File: src/rtl/gpio_apb_irq_pkg.sv
package gpio_apb_irq_pkg;

  localparam logic [6:0] OFS_IRQ_EN    = 7'h30;
  localparam logic [6:0] OFS_IRQ_MASK  = 7'h34;
  localparam logic [6:0] OFS_IRQ_LEVEL = 7'h38;
  localparam logic [6:0] OFS_IRQ_POL   = 7'h3C;
  localparam logic [6:0] OFS_IRQ_STAT  = 7'h40;
  localparam logic [6:0] OFS_FILT_EN   = 7'h48;
  localparam logic [6:0] OFS_IRQ_CLR   = 7'h4C;

  // per-port register locations
  function automatic logic [6:0] data_ofs(int p);
    return 7'(p * 12);
  endfunction

  function automatic logic [6:0] dir_ofs(int p);
    return 7'(p * 12 + 4);
  endfunction

  function automatic logic [6:0] pin_ofs(int p);
    return 7'(80 + p * 4);
  endfunction

endpackage

File: src/rtl/gpio_sync.sv
module gpio_sync #(
  parameter int W = 32
) (
  input  logic         clk,
  input  logic         rst_n,
  input  logic [W-1:0] d,
  output logic [W-1:0] q
);
  logic [W-1:0] stage_q;

  always_ff @(posedge clk or negedge rst_n) begin
    if (!rst_n) begin
      stage_q <= '0;
      q       <= '0;
    end else begin
      stage_q <= d;
      q       <= stage_q;
    end
  end
endmodule

File: src/rtl/gpio_debounce.sv
module gpio_debounce #(
  parameter int W    = 32,
  parameter int HOLD = 4
) (
  input  logic         clk,
  input  logic         rst_n,
  input  logic [W-1:0] d,
  output logic [W-1:0] q
);
  localparam int CW = (HOLD < 2) ? 1 : $clog2(HOLD);
  localparam logic [CW-1:0] LAST = CW'(HOLD - 1);

  for (genvar i = 0; i < W; i++) begin : g_bit
    logic [CW-1:0] cnt_q;
    always_ff @(posedge clk or negedge rst_n) begin
      if (!rst_n) begin
        cnt_q <= '0;
        q[i]  <= 1'b0;
      end else if (d[i] == q[i]) begin
        cnt_q <= '0;
      end else if (cnt_q == LAST) begin
        cnt_q <= '0;
        q[i]  <= d[i];
      end else begin
        cnt_q <= cnt_q + 1'b1;
      end
    end
  end
endmodule

File: src/rtl/gpio_irq_unit.sv
module gpio_irq_unit #(
  parameter int W = 32
) (
  input  logic         clk,
  input  logic         rst_n,
  input  logic [W-1:0] pin,
  input  logic [W-1:0] en,
  input  logic [W-1:0] mask,
  input  logic [W-1:0] level,
  input  logic [W-1:0] pol,
  input  logic [W-1:0] clr,
  output logic [W-1:0] evt,
  output logic [W-1:0] lat,
  output logic [W-1:0] status,
  output logic         irq
);
  logic [W-1:0] prev_q;

  function automatic logic [W-1:0] edge_hits(logic [W-1:0] lv, logic [W-1:0] pl,
                                             logic [W-1:0] cur, logic [W-1:0] old);
    return ~lv & ((pl & cur & ~old) | (~pl & ~cur & old));
  endfunction

  function automatic logic [W-1:0] raw_state(logic [W-1:0] lv, logic [W-1:0] pl,
                                             logic [W-1:0] cur, logic [W-1:0] held);
    return (lv & ~(cur ^ pl)) | (~lv & held);
  endfunction

  assign evt = edge_hits(level, pol, pin, prev_q);

  always_ff @(posedge clk or negedge rst_n) begin
    if (!rst_n) begin
      prev_q <= '0;
      lat    <= '0;
    end else begin
      prev_q <= pin;
      lat    <= ((lat & ~clr) | (evt & en)) & ~level;
    end
  end

  assign status = raw_state(level, pol, pin, lat) & en & ~mask;
  assign irq    = |status;
endmodule

File: src/rtl/gpio_apb_irq.sv
module gpio_apb_irq
  import gpio_apb_irq_pkg::*;
#(
  parameter int NUM_PORTS = 4,
  parameter int PORT_W    = 32,
  parameter int DEB_HOLD  = 4
) (
  input  logic                          pclk,
  input  logic                          presetn,
  input  logic                          psel,
  input  logic                          penable,
  input  logic                          pwrite,
  input  logic [6:0]                    paddr,
  input  logic [31:0]                   pwdata,
  output logic [31:0]                   prdata,
  output logic                          pready,
  output logic                          pslverr,
  input  logic [NUM_PORTS*PORT_W-1:0]   gpio_in,
  output logic [NUM_PORTS*PORT_W-1:0]   gpio_out,
  output logic [NUM_PORTS*PORT_W-1:0]   gpio_oe,
  output logic                          irq
);
  localparam int PINS = NUM_PORTS * PORT_W;

  logic              wr_en;
  logic [PORT_W-1:0] wval;
  logic [PORT_W-1:0] data_q [NUM_PORTS];
  logic [PORT_W-1:0] dir_q  [NUM_PORTS];
  logic [PORT_W-1:0] en_q, mask_q, lvl_q, pol_q, filt_en_q;
  logic [PORT_W-1:0] eoi_clr;
  logic [PINS-1:0]   pin_sync;
  logic [PORT_W-1:0] pin_filt;
  logic [PORT_W-1:0] pin_src;
  logic [PORT_W-1:0] a_evt, a_lat, a_status;
  logic [PORT_W-1:0] evt_en;
  logic [31:0]       rd_val;

  assign wr_en   = psel & penable & pwrite;
  assign wval    = pwdata[PORT_W-1:0];
  assign pready  = 1'b1;
  assign pslverr = 1'b0;

  for (genvar p = 0; p < NUM_PORTS; p++) begin : g_port
    always_ff @(posedge pclk or negedge presetn) begin
      if (!presetn) begin
        data_q[p] <= '0;
        dir_q[p]  <= '0;
      end else if (wr_en) begin
        if (paddr == data_ofs(p)) data_q[p] <= wval;
        if (paddr == dir_ofs(p))  dir_q[p]  <= wval;
      end
    end
    assign gpio_out[p*PORT_W +: PORT_W] = data_q[p];
    assign gpio_oe[p*PORT_W +: PORT_W]  = dir_q[p];
  end

  always_ff @(posedge pclk or negedge presetn) begin
    if (!presetn) begin
      en_q      <= '0;
      mask_q    <= '0;
      lvl_q     <= '0;
      pol_q     <= '0;
      filt_en_q <= '0;
    end else if (wr_en) begin
      case (paddr)
        OFS_IRQ_EN:    en_q      <= wval;
        OFS_IRQ_MASK:  mask_q    <= wval;
        OFS_IRQ_LEVEL: lvl_q     <= wval;
        OFS_IRQ_POL:   pol_q     <= wval;
        OFS_FILT_EN:   filt_en_q <= wval;
        default: ;
      endcase
    end
  end

  assign eoi_clr = (wr_en && paddr == OFS_IRQ_CLR) ? wval : '0;

  gpio_sync #(.W(PINS)) u_sync (
    .clk(pclk), .rst_n(presetn), .d(gpio_in), .q(pin_sync)
  );

  gpio_debounce #(.W(PORT_W), .HOLD(DEB_HOLD)) u_filt (
    .clk(pclk), .rst_n(presetn), .d(pin_sync[PORT_W-1:0]), .q(pin_filt)
  );

  assign pin_src = (filt_en_q & pin_filt) | (~filt_en_q & pin_sync[PORT_W-1:0]);

  gpio_irq_unit #(.W(PORT_W)) u_irq (
    .clk(pclk), .rst_n(presetn), .pin(pin_src),
    .en(en_q), .mask(mask_q), .level(lvl_q), .pol(pol_q), .clr(eoi_clr),
    .evt(a_evt), .lat(a_lat), .status(a_status), .irq(irq)
  );

  assign evt_en = a_evt & en_q;

  always_comb begin
    rd_val = '0;
    if (psel && !pwrite) begin
      for (int p = 0; p < NUM_PORTS; p++) begin
        if (paddr == data_ofs(p)) rd_val = 32'(data_q[p]);
        if (paddr == dir_ofs(p))  rd_val = 32'(dir_q[p]);
        if (paddr == pin_ofs(p))  rd_val = 32'(pin_sync[p*PORT_W +: PORT_W]);
      end
      case (paddr)
        OFS_IRQ_EN:    rd_val = 32'(en_q);
        OFS_IRQ_MASK:  rd_val = 32'(mask_q);
        OFS_IRQ_LEVEL: rd_val = 32'(lvl_q);
        OFS_IRQ_POL:   rd_val = 32'(pol_q);
        OFS_IRQ_STAT:  rd_val = 32'(a_status);
        OFS_FILT_EN:   rd_val = 32'(filt_en_q);
        default: ;
      endcase
    end
  end

  assign prdata = rd_val;
endmodule

File: config.mk
export PLATFORM = sky130hd
export DESIGN_NAME = gpio_apb_irq
export DESIGN_NICKNAME = d
export VERILOG_FILES = /design/src/rtl/gpio_apb_irq_pkg.sv /design/src/rtl/gpio_sync.sv /design/src/rtl/gpio_debounce.sv /design/src/rtl/gpio_irq_unit.sv /design/src/rtl/gpio_apb_irq.sv
export SDC_FILE = /design/constraint.sdc
export NUM_CORES = 1
export LEC_CHECK = 0
export BUFFER_PORTS_ARGS = -buffer_cell sky130_fd_sc_hd__buf_2
export CAP_MARGIN = 25
export CORE_MARGIN = 3
export CORE_UTILIZATION = 55
export CTS_BUF_LIST = sky130_fd_sc_hd__clkbuf_2
export CTS_CLUSTER_SIZE = 25
export DETAILED_ROUTE_END_ITERATION = 8
export MAX_ROUTING_LAYER = met4
export PLACE_DENSITY_LB_ADDON = 0.1
export SKIP_CTS_REPAIR_TIMING = 1
export SYNTH_ARGS = -nofsm -noshare
export SYNTH_HDL_FRONTEND = slang
export SYNTH_HIERARCHICAL = 1
export SYNTH_SLANG_ARGS = --single-unit
File: constraint.sdc
create_clock -name pclk -period 2.4 [get_ports pclk]
set_input_delay 0.36 -clock pclk [delete_from_list [all_inputs] [get_ports pclk]]
set_output_delay 0.36 -clock pclk [all_outputs]
set_load 0.02 [all_outputs]
==> impl_metrics.toml, run 1 <==
[status]
outcome = "complete, but fails checks"
violations = "setup timing"

[synth]
async_reset_ff_frac = 1.00
ys.flop_type = "dfrtp_1"
yosysWarningCount = 6
synthCells = 2937
syn_nets = 3205
synth_seq_area_share = 0.559
ys_ff_latch = 832
avgSynthCellArea_sq_um = 12.7
syn_area_sq_mm = 0.0373
synth_cell_types = 74
synth_edf_count = 0

[final_layout]
layout.nets = 4508
drive_gt1_frac = 0.497
layout_commonest_cell = "dfrtp_1"
area_delta_synth_final_pct = 40.1
fin_cells = 5262
utilization = 0.786
fillCellCount = 3971
mostFrequentLayoutCells = "765 x dfrtp_1, 486 x buf_4, 435 x mux2_2, 310 x clkbuf_2, 308 x dlygate4sd3_1"

[setup_path]
worstReg2RegEnd = "u_irq/lat[15]$_DFF_PN0_"
slowest_delay_ps = 590
crit_buf_inv = 2
cp_top_family = "simple AND/OR/NAND/NOR gates"
endpoint_kind = "primary output"
cp_cell_sequence = "mux2_4 -> inv_2 -> ha_4 -> or2b_4 -> a21oi_4 -> or4_4 -> nor4_4 -> nand4_1 -> buf_6"
r2r_setup_slack_ps = 620
crit_fanout = 2
critPathLaunch = "u_sync/q[14]$_DFF_PN0_"
crit_path_end = "irq"
reg2regPathDepth = 7
crit_path_top_delay_cell = "or4_4"
startpoint_type = "register"
path_class = "register to primary output"
cp.arrival_ps = 4000
r2r_start = "u_sync/q[15]$_DFF_PN0_"
cp.depth = 9
required_ps = 2040

[clock_network]
cts_tree = "done"
numClockSinks = 832
clk_pin_slew_ps = 100
numCtsBuffers = 205
clock_path_buffers = 3
worstSkewPairLatency_ps = 1440
htreeDepth = 4
root_buffer = "clkbuf_2"

[drt]
dr_total_vias = 32800
drc = 0
drt-vias-per-instance = 6.22
wl_um = 151000
antenna_left = 0
drtIter0Drc = 3203
wl_per_cell_um = 28.7
first_pass_iters = 9

[global_routing]
use_met2 = 0.600
grt_pass1_vias = 31400
use_met1 = 0.513
antenna_found_initial = 8
grt_overflow = 0
met3_usage = 0.114
grt_max_degree = 107
grt_pass1_wl_um = 201000
grt-busiest-layer = "met2"
grt_usage = 0.400

[sta]
worst_slack_ps = -1960
slew-limit-headroom = 0.400
rsz0062_at_grt = "yes"
setup_viol = 128
fmax_ghz = 0.229
tightest_slew_ps = 899
drv_slew = 0
hold_violations = 0
fin_crit_ps = 4360
fin_worst_skew_ps = 64.4
finalCritPeriodShare = 1.82

[power]
comb_power_share = 0.176
p_clk_frac = 0.312
intPower_mw = 21.9
power.share.switching = 0.308
switchingPower_mw = 9.74
max-vdd-ir-drop_mv = 0.461
powerDensity_mw_per_mm2 = 605
power_leakage_nw = 25.0
seqPwrFrac = 0.512

[die]
die_w_um = 266
ios = 463
dieArea_sq_mm = 0.0709
rows = 94
initial_core_util = 0.561
fp.coreArea_sq_mm = 0.0665
die_h_um = 266

[flow_run]
max_cap_viol_count = 0

[placed_design]
port_buffers = 460
post-place-ws_ps = -1020
place_hpwl_um = 103000
dp_cells = 4565
gp_congestion = 0.996

[hold_path]
hp-class = "input port to register"
cells in the mapped netlist, drive strengths merged (6+ instances only):
master | instances | area (sq um)
a2111oi | 9 | 78.8
a211o | 16 | 140
a211oi | 28 | 210
a21oi | 100 | 504
a221o | 25 | 250
a221oi | 30 | 263
a22o | 61 | 534
a22oi | 50 | 375
and2 | 35 | 219
and3 | 6 | 37.5
buf | 82 | 429
clkbuf | 137 | 514
dfrtp | 832 | 20800
ha | 96 | 1200
inv | 89 | 334
mux2 | 481 | 5420
mux2i | 71 | 711
mux4 | 7 | 158
nand2 | 24 | 90.1
nand2b | 30 | 188
nand3 | 37 | 185
nand4b | 6 | 52.6
nor2 | 157 | 599
nor2b | 51 | 319
nor3 | 71 | 541
nor3b | 31 | 248
nor4 | 11 | 83.8
nor4b | 20 | 188
o211ai | 37 | 293
o21ai | 84 | 435
o221ai | 8 | 70.1
o22a | 12 | 105
o22ai | 35 | 219
o32a | 19 | 190
o32ai | 33 | 289
or3b | 33 | 289
xnor2 | 32 | 280
worst register-to-register path, delay by kind of cell (launching register included):
family	cells	cell delay, ps
buffers and inverters	2	260
DFF	1	490
adders and majority gates	1	180
and+or+nand+nor	1	60
AOI/OAI and AO/OA	1	230
muxes	2	450
cells by family (layout without fill, tap and decap cells):
| kind of cell | count (synthesis) | in the layout | share of synthesized area |
|---|---|---|---|
| flip-flops | 832 | 832 | 0.559 |
| AO/OA/AOI/OAI | 570 | 570 | 0.111 |
| multiplexers | 559 | 559 | 0.169 |
| AND/OR/NAND/NOR | 538 | 538 | 0.0873 |
| buffers and inverters | 308 | 1761 | 0.0343 |
| adder cells (fa/ha/maj) | 96 | 96 | 0.0322 |
| XOR/XNOR | 32 | 32 | 0.00752 |
| other | 2 | 10 | 0.000201 |
routing by layer:
layer	up-vias	share of wire
li1	13500	-
met1	16600	0.38
met2	2118	0.46
met3	528	0.11
met4	0	0.050
met5	-	0
worst min-delay path by stage:
stage / from / endpoint / slack [ps] / cells after the start
after floorplan: presetn / en_q[0]$_DFFE_PN0P_ / 60 / 0
after global placement: presetn / u_sync/stage_q[21]$_DFF_PN0_ / 270 / 1
after detailed placement: presetn / u_sync/stage_q[21]$_DFF_PN0_ / 270 / 1
after CTS: presetn / u_sync/stage_q[21]$_DFF_PN0_ / -1340 / 1
after global routing: pwdata[4] / gpio_oe[68]$_DFFE_PN0P_ / -40 / 3
final: paddr[0] / gpio_oe[62]$_DFFE_PN0P_ / 20 / 7
sequential cells by signal, summed over array words and instances, names as in the netlist:
register and cells:
u_filt/g_bit.cnt_q 64, u_filt/q 32, pol_q 32, u_sync/q 128
gpio_oe 128, u_irq/prev_q 32, u_sync/stage_q 128, filt_en_q 32
en_q 32, mask_q 32, gpio_out 128, u_irq/lat 32
lvl_q 32
metrics by stage:
stage / hold slack (ps) / TNS, ps / power (mW) / instance area [sq um]
final: 23.6 / -54590 / 31.6 / 52200
after global routing: -40.2 / -76110 / 32.9 / 52200
after global placement: 275 / -44360 / 20.7 / 44700
after detailed placement: 275 / -47310 / 21.0 / 44700
after floorplan: 64.4 / -2280 / 18.6 / 37500
after CTS: -1340 / -97630 / 30.6 / 46500
power by group through the flow:
stage                     clock (mW)  sequential, mW  combinational (mW)
final                           9.87            16.2                5.58
after global routing            10.7            16.3                5.96
after CTS                       9.81            16.1                4.70
after detailed placement           0            16.3                4.68
after global placement             0            16.3                4.41
after floorplan                    0            16.3                2.32
layout make-up:
class	instances	area [sq um]	share of cell area
Clock buffer	310	1550	0.0297
Antenna cell	8	20.0	0.000383
Sequential cell	832	20900	0.400
Multi-Input combinational cell	1797	16800	0.321
Inverter	89	387	0.00740
Timing Repair Buffer	1315	11200	0.214
Clock inverter	47	310	0.00594
Tap cell	864	1080	0.0207
Note: power is estimated with default switching activity, not from simulation.
==> run 2, diff against run 1 <==
CORE_UTILIZATION = 33   (was 55)
==> run 2 against run 1 <==
  * The flow still finishes with violations (setup timing)
  * Clock power up 4%
  * Via count down 1.8%
  * Sequential share of layout area down 2.4 points
  * Non-clock buffer count up 249
  * Wire length up 9.9%
  * Global-route usage down 13 points
  * Critical path depth unchanged
  * Clock-buffer cell count up 5
  * Maximum frequency down 3.8%
  * Cell area up 6.4%
  * Sequential power about the same
==> impl_metrics.toml, run 2 (synthesized netlist as in run 1, its figures left out) <==
[final_layout]
drive_gt1_frac = 0.484
layout_commonest_cell = "dfrtp_1"
layout.nets = 4775
final_cell_area_sq_mm = 0.0556
regArea_sq_mm = 0.0209
area_delta_synth_final_pct = 49.1
fillCellCount = 10000
multi_input_area_sq_mm = 0.0168
mostFrequentLayoutCells = "771 x dfrtp_1, 533 x buf_4, 481 x dlygate4sd3_1, 435 x mux2_2, 315 x clkbuf_2"

[die]
fp.coreArea_sq_mm = 0.111
initial_core_util = 0.335
dieArea_sq_mm = 0.117
rows = 122
ios = 463
die_h_um = 342
die_w_um = 342

[clock_network]
worstSkewPairLatency_ps = 1750
numClockSinks = 832
clock_path_buffers = 3
root_buffer = "clkbuf_2"
numCtsBuffers = 223
htreeDepth = 4
clk_pin_slew_ps = 100
cts_tree = "done"

[power]
intPower_mw = 22.3
total_power_mw = 32.2
p_clk_frac = 0.319
switchingPower_mw = 9.93
comb_power_share = 0.180
powerDensity_mw_per_mm2 = 580
seqPwrFrac = 0.501
power.share.switching = 0.308
max-vdd-ir-drop_mv = 0.379
power_leakage_nw = 26.2

[global_routing]
grt_pass1_wl_um = 224000
antenna_found_initial = 21
grt_max_degree = 113
grt_usage = 0.274
grt_overflow = 0
grt_pass1_vias = 31200

[sta]
slew-limit-headroom = 0.175
setup_viol = 289
hold_violations = 0
fmax_ghz = 0.221
rsz0062_at_grt = "yes"
fin_crit_ps = 4530
fin_worst_skew_ps = 118
drv_slew = 0
tightest_slew_ps = 1240
finalCritPeriodShare = 1.89
worst_slack_ps = -2130

[setup_path]
slowest_delay_ps = 530
cp_cell_sequence = "mux2_4 -> inv_2 -> ha_4 -> a2111oi_4 -> buf_4 -> or4_4 -> nor4_4 -> nand4_1 -> buf_6"
crit_path_top_delay_cell = "or4_4"
endpoint_kind = "primary output"
crit_fanout = 2
required_ps = 2040
startpoint_type = "register"
cp.arrival_ps = 4170
path_class = "register to primary output"

[drt]
first_pass_iters = 5
dr_total_vias = 32200
wl_um = 166000
drt-vias-per-instance = 5.21
drtIter0Drc = 2219
wl_per_cell_um = 26.9
drc = 0
antenna_left = 0

[hold_path]
hp-class = "input port to register"

[flow_run]
max_cap_viol_count = 0

[placed_design]
port_buffers = 460
gp_congestion = 0.907
post-place-ws_ps = -862
place_area_sq_mm = 0.0460
place_hpwl_um = 119000

[status]
outcome = "complete, but fails checks"
violations = "setup timing"
run 2: changes by cell type in the layout (fill, tap and decap cells not counted), moves of 7 or more:
cell	change
o21ai_0	-7
buf_4	+47
clkinv_1	+22
buf_6	+11
dlygate4sd3_1	+173
buf_12	+8
diode_2	+10
o21ai_1	+7
run 2: per-layer routing:
layer | wire (um) | GRT usage | vias to the layer above
li1 | - | - | 14100
met1 | 71000 | 0.362 | 16500
met2 | 77200 | 0.421 | 1271
met3 | 13000 | 0.0622 | 277
met4 | 4920 | 0.0842 | 0
met5 | 0 | - | -
run 2: worst max-delay path: cells and delay by family, from the launching register on:
family	cells	cell delay, ps
DFF	1	410
adders and majority gates	1	270
and+or+nand+nor	3	1060
AOI/OAI and AO/OA	1	70
muxes	1	230
buffers and inverters	3	400
run 2: path summary, 6_finish.rpt:
kind / cells past startpoint / slack, ps / start / endpoint
worst max register to register: 7 / 640 / filt_en_q[20]$_DFFE_PN0P_ / u_irq/lat[20]$_DFF_PN0_
worst min-delay path: 6 / 70 / paddr[3] / mask_q[13]$_DFFE_PN0P_
worst max-delay path: 9 / -2130 / filt_en_q[9]$_DFFE_PN0P_ / irq
worst min register to register: 0 / 310 / u_sync/stage_q[68]$_DFF_PN0_ / u_sync/q[68]$_DFF_PN0_
min in group asynchronous: 5 / 250 / presetn / u_irq/prev_q[23]$_DFF_PN0_
max in group asynchronous: 6 / 1060 / presetn / u_sync/q[31]$_DFF_PN0_
run 2: through the flow:
stage	util	instances	TNS [ps]	hold WS, ps
floorplan	-	2937	-2280	64.4
global placement	0.413	5256	-69560	308
detailed placement	0.413	5256	-73790	305
CTS	0.431	5646	-210140	-1680
global route	0.499	6176	-189490	-75.9
finish	0.499	6178	-131780	70.4
run 2: cell type report:
class | count | share of cell area
tap | 1488 | 0.0335
timing repair buffer | 1564 | 0.246
clock inverter | 75 | 0.00772
sequential | 832 | 0.376
clock buffer | 315 | 0.0284
inverter | 89 | 0.00677
antenna | 18 | 0.000810
multi-input combinational | 1797 | 0.301
run 2: power groups by stage:
stage	clock, mW	sequential, mW	combinational (mW)
4_1_cts	10.7	16.1	4.81
3_5_place_dp	0	16.4	4.80
6_report	10.3	16.2	5.79
3_3_place_gp	0	16.3	4.59
2_1_floorplan	0	16.3	2.32
5_1_grt	11.4	16.3	6.28
